### config.mk
export PLATFORM = sky130hd
export DESIGN_NAME = smb_word_slave
export DESIGN_NICKNAME = d
export VERILOG_FILES = /design/src/rtl/smb_pkg.sv /design/src/rtl/smb_line_filter.sv /design/src/rtl/smb_reg_file.sv /design/src/rtl/smb_word_slave.sv
export SDC_FILE = /design/constraint.sdc
export NUM_CORES = 1
export LEC_CHECK = 0
export CELL_PAD_IN_SITES_DETAIL_PLACEMENT = 1
export CELL_PAD_IN_SITES_GLOBAL_PLACEMENT = 1
export CORE_ASPECT_RATIO = 0.75
export CORE_MARGIN = 2
export CORE_UTILIZATION = 43
export CTS_CLUSTER_SIZE = 14
export DETAILED_ROUTE_END_ITERATION = 6
export GPL_ROUTABILITY_DRIVEN = 0
export MAX_ROUTING_LAYER = met4
export PLACE_DENSITY = 0.7
export SLEW_MARGIN = 5
export SYNTH_ARGS = -nofsm -noshare
export SYNTH_HDL_FRONTEND = slang
export SYNTH_SLANG_ARGS = --single-unit
### constraint.sdc
create_clock -name clk -period 2.4 [get_ports clk]
set_input_delay 0.36 -clock clk [delete_from_list [all_inputs] [get_ports clk]]
set_output_delay 0.36 -clock clk [all_outputs]
set_load 0.1 [all_outputs]
### src/rtl/smb_pkg.sv
package smb_pkg;
  localparam logic [6:0]  SLV_ADDR = 7'h09;
  localparam logic [7:0]  CMD_MFR  = 8'hFE;
  localparam logic [7:0]  CMD_DEV  = 8'hFF;
  localparam logic [15:0] MFR_WORD = 16'h0040;
  localparam logic [15:0] DEV_WORD = 16'h0008;

  typedef enum logic [2:0] {ST_IDLE, ST_RX, ST_ACK, ST_TX, ST_TACK} smb_st_e;
  typedef enum logic [2:0] {RB_ADDR, RB_CMD, RB_DLO, RB_DHI, RB_DONE} rx_byte_e;

  function automatic logic addr_hit(input logic [7:0] b);
    return b[7:1] == SLV_ADDR;
  endfunction

  function automatic logic is_id_cmd(input logic [7:0] c);
    return (c == CMD_MFR) || (c == CMD_DEV);
  endfunction

  function automatic logic [15:0] id_word(input logic [7:0] c);
    return (c == CMD_MFR) ? MFR_WORD : DEV_WORD;
  endfunction
endpackage

### src/rtl/smb_line_filter.sv
module smb_line_filter #(
  parameter int FILT_LEN = 4
) (
  input  logic clk,
  input  logic rst_n,
  input  logic line_i,
  output logic line_o
);
  localparam int CW = $clog2(FILT_LEN + 1);

  logic [1:0]    sync_q;
  logic [CW-1:0] cnt_q;
  logic          flt_q;

  always_ff @(posedge clk or negedge rst_n) begin
    if (!rst_n) begin
      sync_q <= 2'b11;
      cnt_q  <= '0;
      flt_q  <= 1'b1;
    end else begin
      sync_q <= {sync_q[0], line_i};
      if (sync_q[1] == flt_q) begin
        cnt_q <= '0;
      end else if (cnt_q == CW'(FILT_LEN - 1)) begin
        cnt_q <= '0;
        flt_q <= sync_q[1];
      end else begin
        cnt_q <= cnt_q + 1'b1;
      end
    end
  end

  assign line_o = flt_q;

  // the filtered line only moves after the raw level persisted
  a_r10_filter_hold: assert property (@(posedge clk) disable iff (!rst_n)
    !$stable(flt_q) |-> ($past(cnt_q) == CW'(FILT_LEN - 1)));
endmodule

### src/rtl/smb_reg_file.sv
module smb_reg_file
  import smb_pkg::*;
#(
  parameter int NREG  = 4,
  parameter int IDX_W = 2
) (
  input  logic             clk,
  input  logic             rst_n,
  input  logic             wr_en,
  input  logic [7:0]       wr_cmd,
  input  logic [15:0]      wr_data,
  input  logic [7:0]       bus_cmd,
  output logic [15:0]      bus_data,
  input  logic [IDX_W-1:0] rd_idx,
  output logic [15:0]      rd_data
);
  logic [15:0] regs_q [NREG];
  logic        wr_hit;

  assign wr_hit = wr_en && (int'(wr_cmd) < NREG);

  for (genvar g = 0; g < NREG; g++) begin : g_reg
    always_ff @(posedge clk or negedge rst_n) begin
      if (!rst_n)                                 regs_q[g] <= '0;
      else if (wr_hit && int'(wr_cmd) == g)       regs_q[g] <= wr_data;
    end
  end

  always_comb begin
    if (is_id_cmd(bus_cmd))          bus_data = id_word(bus_cmd);
    else if (int'(bus_cmd) < NREG)   bus_data = regs_q[bus_cmd[IDX_W-1:0]];
    else                             bus_data = '0;
  end

  assign rd_data = (int'(rd_idx) < NREG) ? regs_q[rd_idx] : '0;

  // out-of-range or identification writes leave the indexed view unchanged
  a_r11_range_write: assert property (@(posedge clk) disable iff (!rst_n)
    (wr_en && int'(wr_cmd) >= NREG) |=> $stable(rd_data) || !$stable(rd_idx));
endmodule

### src/rtl/smb_word_slave.sv
module smb_word_slave
  import smb_pkg::*;
#(
  parameter int NUM_REGS = 4,
  parameter int FILT_LEN = 4,
  parameter int IDX_W    = $clog2(NUM_REGS)
) (
  input  logic             clk,
  input  logic             rst_n,
  input  logic             supply_ok,
  input  logic             scl_i,
  input  logic             sda_i,
  output logic             sda_oe,
  input  logic [IDX_W-1:0] rd_idx,
  output logic [15:0]      rd_data
);
  logic scl_f, sda_f, scl_p, sda_p;
  logic start_w, stop_w, scl_rise_w, scl_fall_w;

  smb_line_filter #(.FILT_LEN(FILT_LEN)) u_scl_flt (
    .clk(clk), .rst_n(rst_n), .line_i(scl_i), .line_o(scl_f));
  smb_line_filter #(.FILT_LEN(FILT_LEN)) u_sda_flt (
    .clk(clk), .rst_n(rst_n), .line_i(sda_i), .line_o(sda_f));

  always_ff @(posedge clk or negedge rst_n) begin
    if (!rst_n) begin
      scl_p <= 1'b1;
      sda_p <= 1'b1;
    end else begin
      scl_p <= scl_f;
      sda_p <= sda_f;
    end
  end

  // Named bus events, used by the FSM and by the assertions
  assign start_w    = scl_f && scl_p && sda_p && !sda_f;
  assign stop_w     = scl_f && scl_p && !sda_p && sda_f;
  assign scl_rise_w = scl_f && !scl_p;
  assign scl_fall_w = !scl_f && scl_p;

  smb_st_e     st_q;
  rx_byte_e    rb_q;
  logic [3:0]  bitcnt_q;
  logic [7:0]  sh_q, cmd_q, lo_q, hi_q, tx_q;
  logic        go_tx_q, tx_hi_q, mack_q, wr_en_q;
  logic [15:0] bus_val;

  smb_reg_file #(.NREG(NUM_REGS), .IDX_W(IDX_W)) u_regs (
    .clk(clk), .rst_n(rst_n), .wr_en(wr_en_q), .wr_cmd(cmd_q),
    .wr_data({hi_q, lo_q}), .bus_cmd(cmd_q), .bus_data(bus_val),
    .rd_idx(rd_idx), .rd_data(rd_data));

  always_ff @(posedge clk or negedge rst_n) begin
    if (!rst_n) begin
      st_q <= ST_IDLE;  rb_q <= RB_ADDR;  bitcnt_q <= '0;
      sh_q <= '0;  cmd_q <= '0;  lo_q <= '0;  hi_q <= '0;  tx_q <= '0;
      go_tx_q <= 1'b0;  tx_hi_q <= 1'b0;  mack_q <= 1'b0;
      wr_en_q <= 1'b0;  sda_oe <= 1'b0;
    end else begin
      wr_en_q <= 1'b0;
      if (!supply_ok || stop_w) begin
        st_q   <= ST_IDLE;
        sda_oe <= 1'b0;
      end else if (start_w) begin
        st_q     <= ST_RX;
        rb_q     <= RB_ADDR;
        bitcnt_q <= '0;
        sda_oe   <= 1'b0;
      end else begin
        unique case (st_q)
          ST_RX: begin
            if (scl_rise_w) begin
              sh_q     <= {sh_q[6:0], sda_f};
              bitcnt_q <= bitcnt_q + 1'b1;
            end else if (scl_fall_w && bitcnt_q == 4'd8) begin
              st_q   <= ST_ACK;
              sda_oe <= 1'b1;
              unique case (rb_q)
                RB_ADDR: begin
                  go_tx_q <= sh_q[0];
                  rb_q    <= RB_CMD;
                  if (!addr_hit(sh_q)) begin
                    st_q   <= ST_IDLE;
                    sda_oe <= 1'b0;
                  end
                end
                RB_CMD:  begin cmd_q <= sh_q; rb_q <= RB_DLO; end
                RB_DLO:  begin lo_q  <= sh_q; rb_q <= RB_DHI; end
                default: begin hi_q  <= sh_q; rb_q <= RB_DONE; end
              endcase
            end
          end
          ST_ACK: begin
            if (scl_fall_w) begin
              bitcnt_q <= '0;
              sda_oe   <= 1'b0;
              if (rb_q == RB_DONE) begin
                wr_en_q <= 1'b1;
                st_q    <= ST_IDLE;
              end else if (go_tx_q) begin
                go_tx_q <= 1'b0;
                tx_q    <= bus_val[7:0];
                tx_hi_q <= 1'b0;
                sda_oe  <= ~bus_val[7];
                st_q    <= ST_TX;
              end else begin
                st_q <= ST_RX;
              end
            end
          end
          ST_TX: begin
            if (scl_fall_w) begin
              if (bitcnt_q == 4'd7) begin
                st_q   <= ST_TACK;
                sda_oe <= 1'b0;
              end else begin
                tx_q     <= {tx_q[6:0], 1'b0};
                sda_oe   <= ~tx_q[6];
                bitcnt_q <= bitcnt_q + 1'b1;
              end
            end
          end
          ST_TACK: begin
            if (scl_rise_w) begin
              mack_q <= !sda_f;
            end else if (scl_fall_w) begin
              if (mack_q && !tx_hi_q) begin
                tx_q     <= bus_val[15:8];
                tx_hi_q  <= 1'b1;
                bitcnt_q <= '0;
                sda_oe   <= ~bus_val[15];
                st_q     <= ST_TX;
              end else begin
                st_q <= ST_IDLE;
              end
            end
          end
          default: ;
        endcase
      end
    end
  end

  // a low supply-valid input forces idle with SDA released
  a_r8_off_idle: assert property (@(posedge clk) disable iff (!rst_n)
    !supply_ok |=> (st_q == ST_IDLE && !sda_oe));
  // a start condition always restarts address reception
  a_r6_start_rx: assert property (@(posedge clk) disable iff (!rst_n)
    (supply_ok && start_w) |=> (st_q == ST_RX && bitcnt_q == 4'd0));
  // a register write only follows the clock fall that ends an acknowledge
  a_r3_commit_fall: assert property (@(posedge clk) disable iff (!rst_n)
    wr_en_q |-> $past(scl_fall_w));
  // SDA is released while the block stays idle
  a_r2_idle_release: assert property (@(posedge clk) disable iff (!rst_n)
    (st_q == ST_IDLE && $past(st_q) == ST_IDLE) |-> !sda_oe);
  // an acknowledge is held while SCL is high
  a_r1_ack_held: assert property (@(posedge clk) disable iff (!rst_n)
    (st_q == ST_ACK && scl_f && $past(st_q) == ST_ACK) |-> sda_oe);
endmodule

==> results.md <==
- Outcome: finished clean
- Clk sink count: 132
- Min-Delay Path Depth: 1
- Routed len/inst: 22.6 µm
- Cell internal power dissipation: 4.58 mW
- Hold crit path type: in2reg
- Detailed Route WL: 16.8 mm
- Initial antenna violation count: 0
- Worst Setup End Kind: register
- Die span in x: 147 µm
- Smallest setup slack after layout: 0.135 ns
- Share of power burned in the clock network: 38.0%
- Fraction of power spent switching nets: 30.4%
- First-pass GRT wire length: 27.7 mm
- Share of the clock period used by the worst path: approximately 94%
- Std cell rows: 39
- Total Die Area: 16400 µm²
- Starting utilization of the core area: 43.6%
- Number of inserted diodes: 0
- Library cell with the largest summed area after synthesis: sky130_fd_sc_hd__dfrtp_1
- Summed instance area of the synthesized netlist: about 6600 µm²
- Pre-CTS setup slack: 0.188 ns
- Comb pwr share: 20.8%
- Worst clock skew: ~0.011 ns
- Total global routing track utilization: 23.2%
- Post-CTS Resized: 0
- Crit Path Class: reg2reg
- Setup repair after global routing missed its margin: no
- Number of DRC markers after the initial detailed-route iteration: 313
- Top post-synthesis cells by count: sky130_fd_sc_hd__dfrtp_1 (124), sky130_fd_sc_hd__mux2_2 (104), sky130_fd_sc_hd__mux4_2 (31)
- Vias in the first global route: 4755
- Path depth of the worst reg2reg path: 5
- Synthesized area per cell: 13.9 µm²
- Maximum resistive drop on vdd: 0.489 mV
- Number of buffers added by the clock tree synthesis step: 17
- Final critical-path required period: 2.27 ns
- Synth Instances: 474
- Most instantiated library cell after synthesis: sky130_fd_sc_hd__dfrtp_1
- Number of enable-type register cells in the synthesized netlist: 0
- Sequential group share of total power: 41.2%
- Count of input and output buffers: 23
- Endpoint with the worst hold slack: u_sda_flt.sync_q[0]$_DFF_PN1_
- Largest buffer count on any clock path: 2
- Max-capacitance violation count: 0
- PD cells: 820 nW/µm²
- Reg2Reg Capture Point: cmd_q[6]$_DFFE_PN0P_
- Maximum net fanout on the critical path: 8
- Most used flip-flop cell after synthesis: sky130_fd_sc_hd__dfrtp_1
- Placed standard-cell area: around 7400 µm²
- Reg clk slew, reported paths: 0.06 ns
- Antenna viol nets, final: 0
- Post-synth ARST share: 100%
- Area share of the leading cell type in the synthesized netlist: 47.0%
- Min-delay src: sda_i
- Cells taking the most area after synthesis: sky130_fd_sc_hd__dfrtp_1 (47%), sky130_fd_sc_hd__mux2_2 (18%), sky130_fd_sc_hd__mux4_2 (11%), sky130_fd_sc_hd__dfstp_2 (3.2%), sky130_fd_sc_hd__a21oi_1 (1.1%)
- Final instance area: 8020 µm²
- Net count reported at finish: 537
- Count of state elements after synthesis: roughly 130
- Insertion delay of the later-clocked pin in the worst-skew pair: 0.42 ns
- Clock tree from TritonCTS: done
- Area delta synth->final: 21.6%
- Arrival time of the worst setup path: approximately 2.6 ns
- Maximum frequency from static timing analysis: 442 MHz
- Slew at the pin closest to its max-slew limit: between 0.6 and 0.7 ns
- Setup TNS Final: 0 ns
- Required arrival time at the worst endpoint: 2.69 ns
- DRC viols: 0
- Number of H-tree branching levels: 4
- Layout cells sized above 1: approximately 46%
- Number of distinct library cell variants in the gate-level netlist after synthesis: 65
- Leakage component of the power: 3.58 nW
- Via density: 5.83
- Switching Power: 2.00 mW
- Number of slew-limit violations in the final report: 0
- Clock root buffer master: sky130_fd_sc_hd__clkbuf_16
- I/O pin cnt: 24
- Fin Hold WS: ~0.35 ns
- Number of detailed-routing iterations run before antenna repair: 5
- Post-Synthesis Net Count: 485
- Power after layout: 6.58 mW
- Fill cells: 1489
- Setup violators final: 0
- Remaining max-slew budget at the tightest pin: 57.7%
- Overall via count from detail_route: 4336
- Crit path launch type: register
- Final HPWL DP: 11.8 mm
- Yosys warnings: 0
- Number of hold-slack violations in the final timing report: 0
- Die Y: between 100 and 150 µm
- Reg-to-reg setup timing slack: 0.13 ns
- Global route overflow: 0
- Area of the core region: 15100 µm²
- FF-to-FF Start: scl_p$_DFF_PN1_
- Pin count of the biggest net entering global routing: 45
- Sequential share of the synthesized area: 50.2%
==> final cells by class <==
class                      instances  area, µm²  share of cell area, %
sequential                       132       3310                   41.3
clock inverter                    14        136                   1.70
inverter                           6       22.5                  0.281
tap                              205        256                   3.20
multi-input combinational        307       3110                   38.7
clock buffer                      18        429                   5.35
timing repair buffer              62        759                   9.47
==> registers in the layout (all words and copies together), names as in the netlist, 4 cells and up <==
signal and flops:
u_regs.regs_q 64, hi_q 8, sh_q 8, cmd_q 8, bitcnt_q 4, lo_q 8
tx_q 7
==> cells by family (layout without fill, tap and decap cells) <==
| kind of cell | after synthesis | count (layout) | share of synthesized area (%) |
|---|---|---|---|
| compound gates | 61 | 61 | 6.62 |
| flops | 132 | 132 | 50.2 |
| xor+xnor | 3 | 3 | 0.398 |
| buf+inv | 35 | 100 | 2.67 |
| simple gates | 101 | 101 | 10.5 |
| mux | 138 | 138 | 28.8 |
| fa+ha+maj | 4 | 4 | 0.759 |
==> how the worst max path moves through the flow <==
stage                                    from                    to  slack (ns)  cells past startpoint
after floorplan                     rd_idx[0]           rd_data[10]        0.16                      3
after global placement              supply_ok  cmd_q[0]$_DFFE_PN0P_        0.19                      5
after detailed placement            rd_idx[0]           rd_data[12]        0.19                      4
after CTS                 st_q[0]$_DFFE_PN0P_   tx_q[3]$_DFFE_PN0P_        0.17                      5
after global routing          scl_p$_DFF_PN1_  cmd_q[0]$_DFFE_PN0P_        0.02                      5
final                         scl_p$_DFF_PN1_  cmd_q[6]$_DFFE_PN0P_        0.13                      5
==> timing repair <==
action / in CTS / in global routing
hold endpoints to repair: 25 / 0
hold buffers: 1 / 0
buffers inserted: 0 / 0
==> layer usage <==
layer	track usage, %	up-vias	share of wire, %
met1	33.4	2321	47
met2	33.9	95	47
met5	-	-	0
met3	4.69	11	4.9
li1	-	1909	-
met4	6.09	0	0.89
==> metrics by stage <==
step | cells | util (%)
after floorplan | 474 | -
after global placement | 711 | 49.2
after detailed placement | 711 | 49.2
after CTS | 744 | 53.0
after global routing | 744 | 53.0
final | 744 | 53.0
==> layout by cell type, fill, tap and decap left out, types with 4 or more instances in the layout <==
cell,instances
sky130_fd_sc_hd__dfstp_2,8
sky130_fd_sc_hd__mux2_2,104
sky130_fd_sc_hd__ha_1,4
sky130_fd_sc_hd__clkinv_2,7
sky130_fd_sc_hd__nor4_1,4
sky130_fd_sc_hd__a21oi_1,15
sky130_fd_sc_hd__nor2_1,12
sky130_fd_sc_hd__clkdlybuf4s50_1,5
sky130_fd_sc_hd__clkbuf_16,17
sky130_fd_sc_hd__a22oi_1,5
sky130_fd_sc_hd__o21ai_0,11
sky130_fd_sc_hd__buf_4,33
sky130_fd_sc_hd__nor3b_1,4
sky130_fd_sc_hd__nand2_1,12
sky130_fd_sc_hd__nand3_1,12
sky130_fd_sc_hd__nor3_1,6
sky130_fd_sc_hd__inv_1,6
sky130_fd_sc_hd__a22o_1,6
sky130_fd_sc_hd__nor2b_1,8
sky130_fd_sc_hd__dfrtp_1,124
sky130_fd_sc_hd__and3_1,4
sky130_fd_sc_hd__a41oi_1,4
sky130_fd_sc_hd__buf_12,22
sky130_fd_sc_hd__nand2b_1,6
sky130_fd_sc_hd__mux4_2,31
==> worst max-delay path: stages (launching register included) <==
cell and delay, ns:
sky130_fd_sc_hd__dfstp_2 0.60, sky130_fd_sc_hd__nor2b_1 0.18, sky130_fd_sc_hd__and3_1 0.36, sky130_fd_sc_hd__nand3_4 0.15
sky130_fd_sc_hd__nor3_4 0.45, sky130_fd_sc_hd__mux2_2 0.40
==> power groups by stage <==
stage / registers, mW / clock network, mW / logic, mW
global route: 2.75 / 2.66 / 1.54
detailed placement: 2.74 / 0 / 1.35
finish: 2.71 / 2.50 / 1.37
global placement: 2.72 / 0 / 1.30
floorplan: 2.67 / 0 / 0.966
CTS: 2.71 / 2.55 / 1.37
Note: power is estimated with default switching activity, not from simulation.
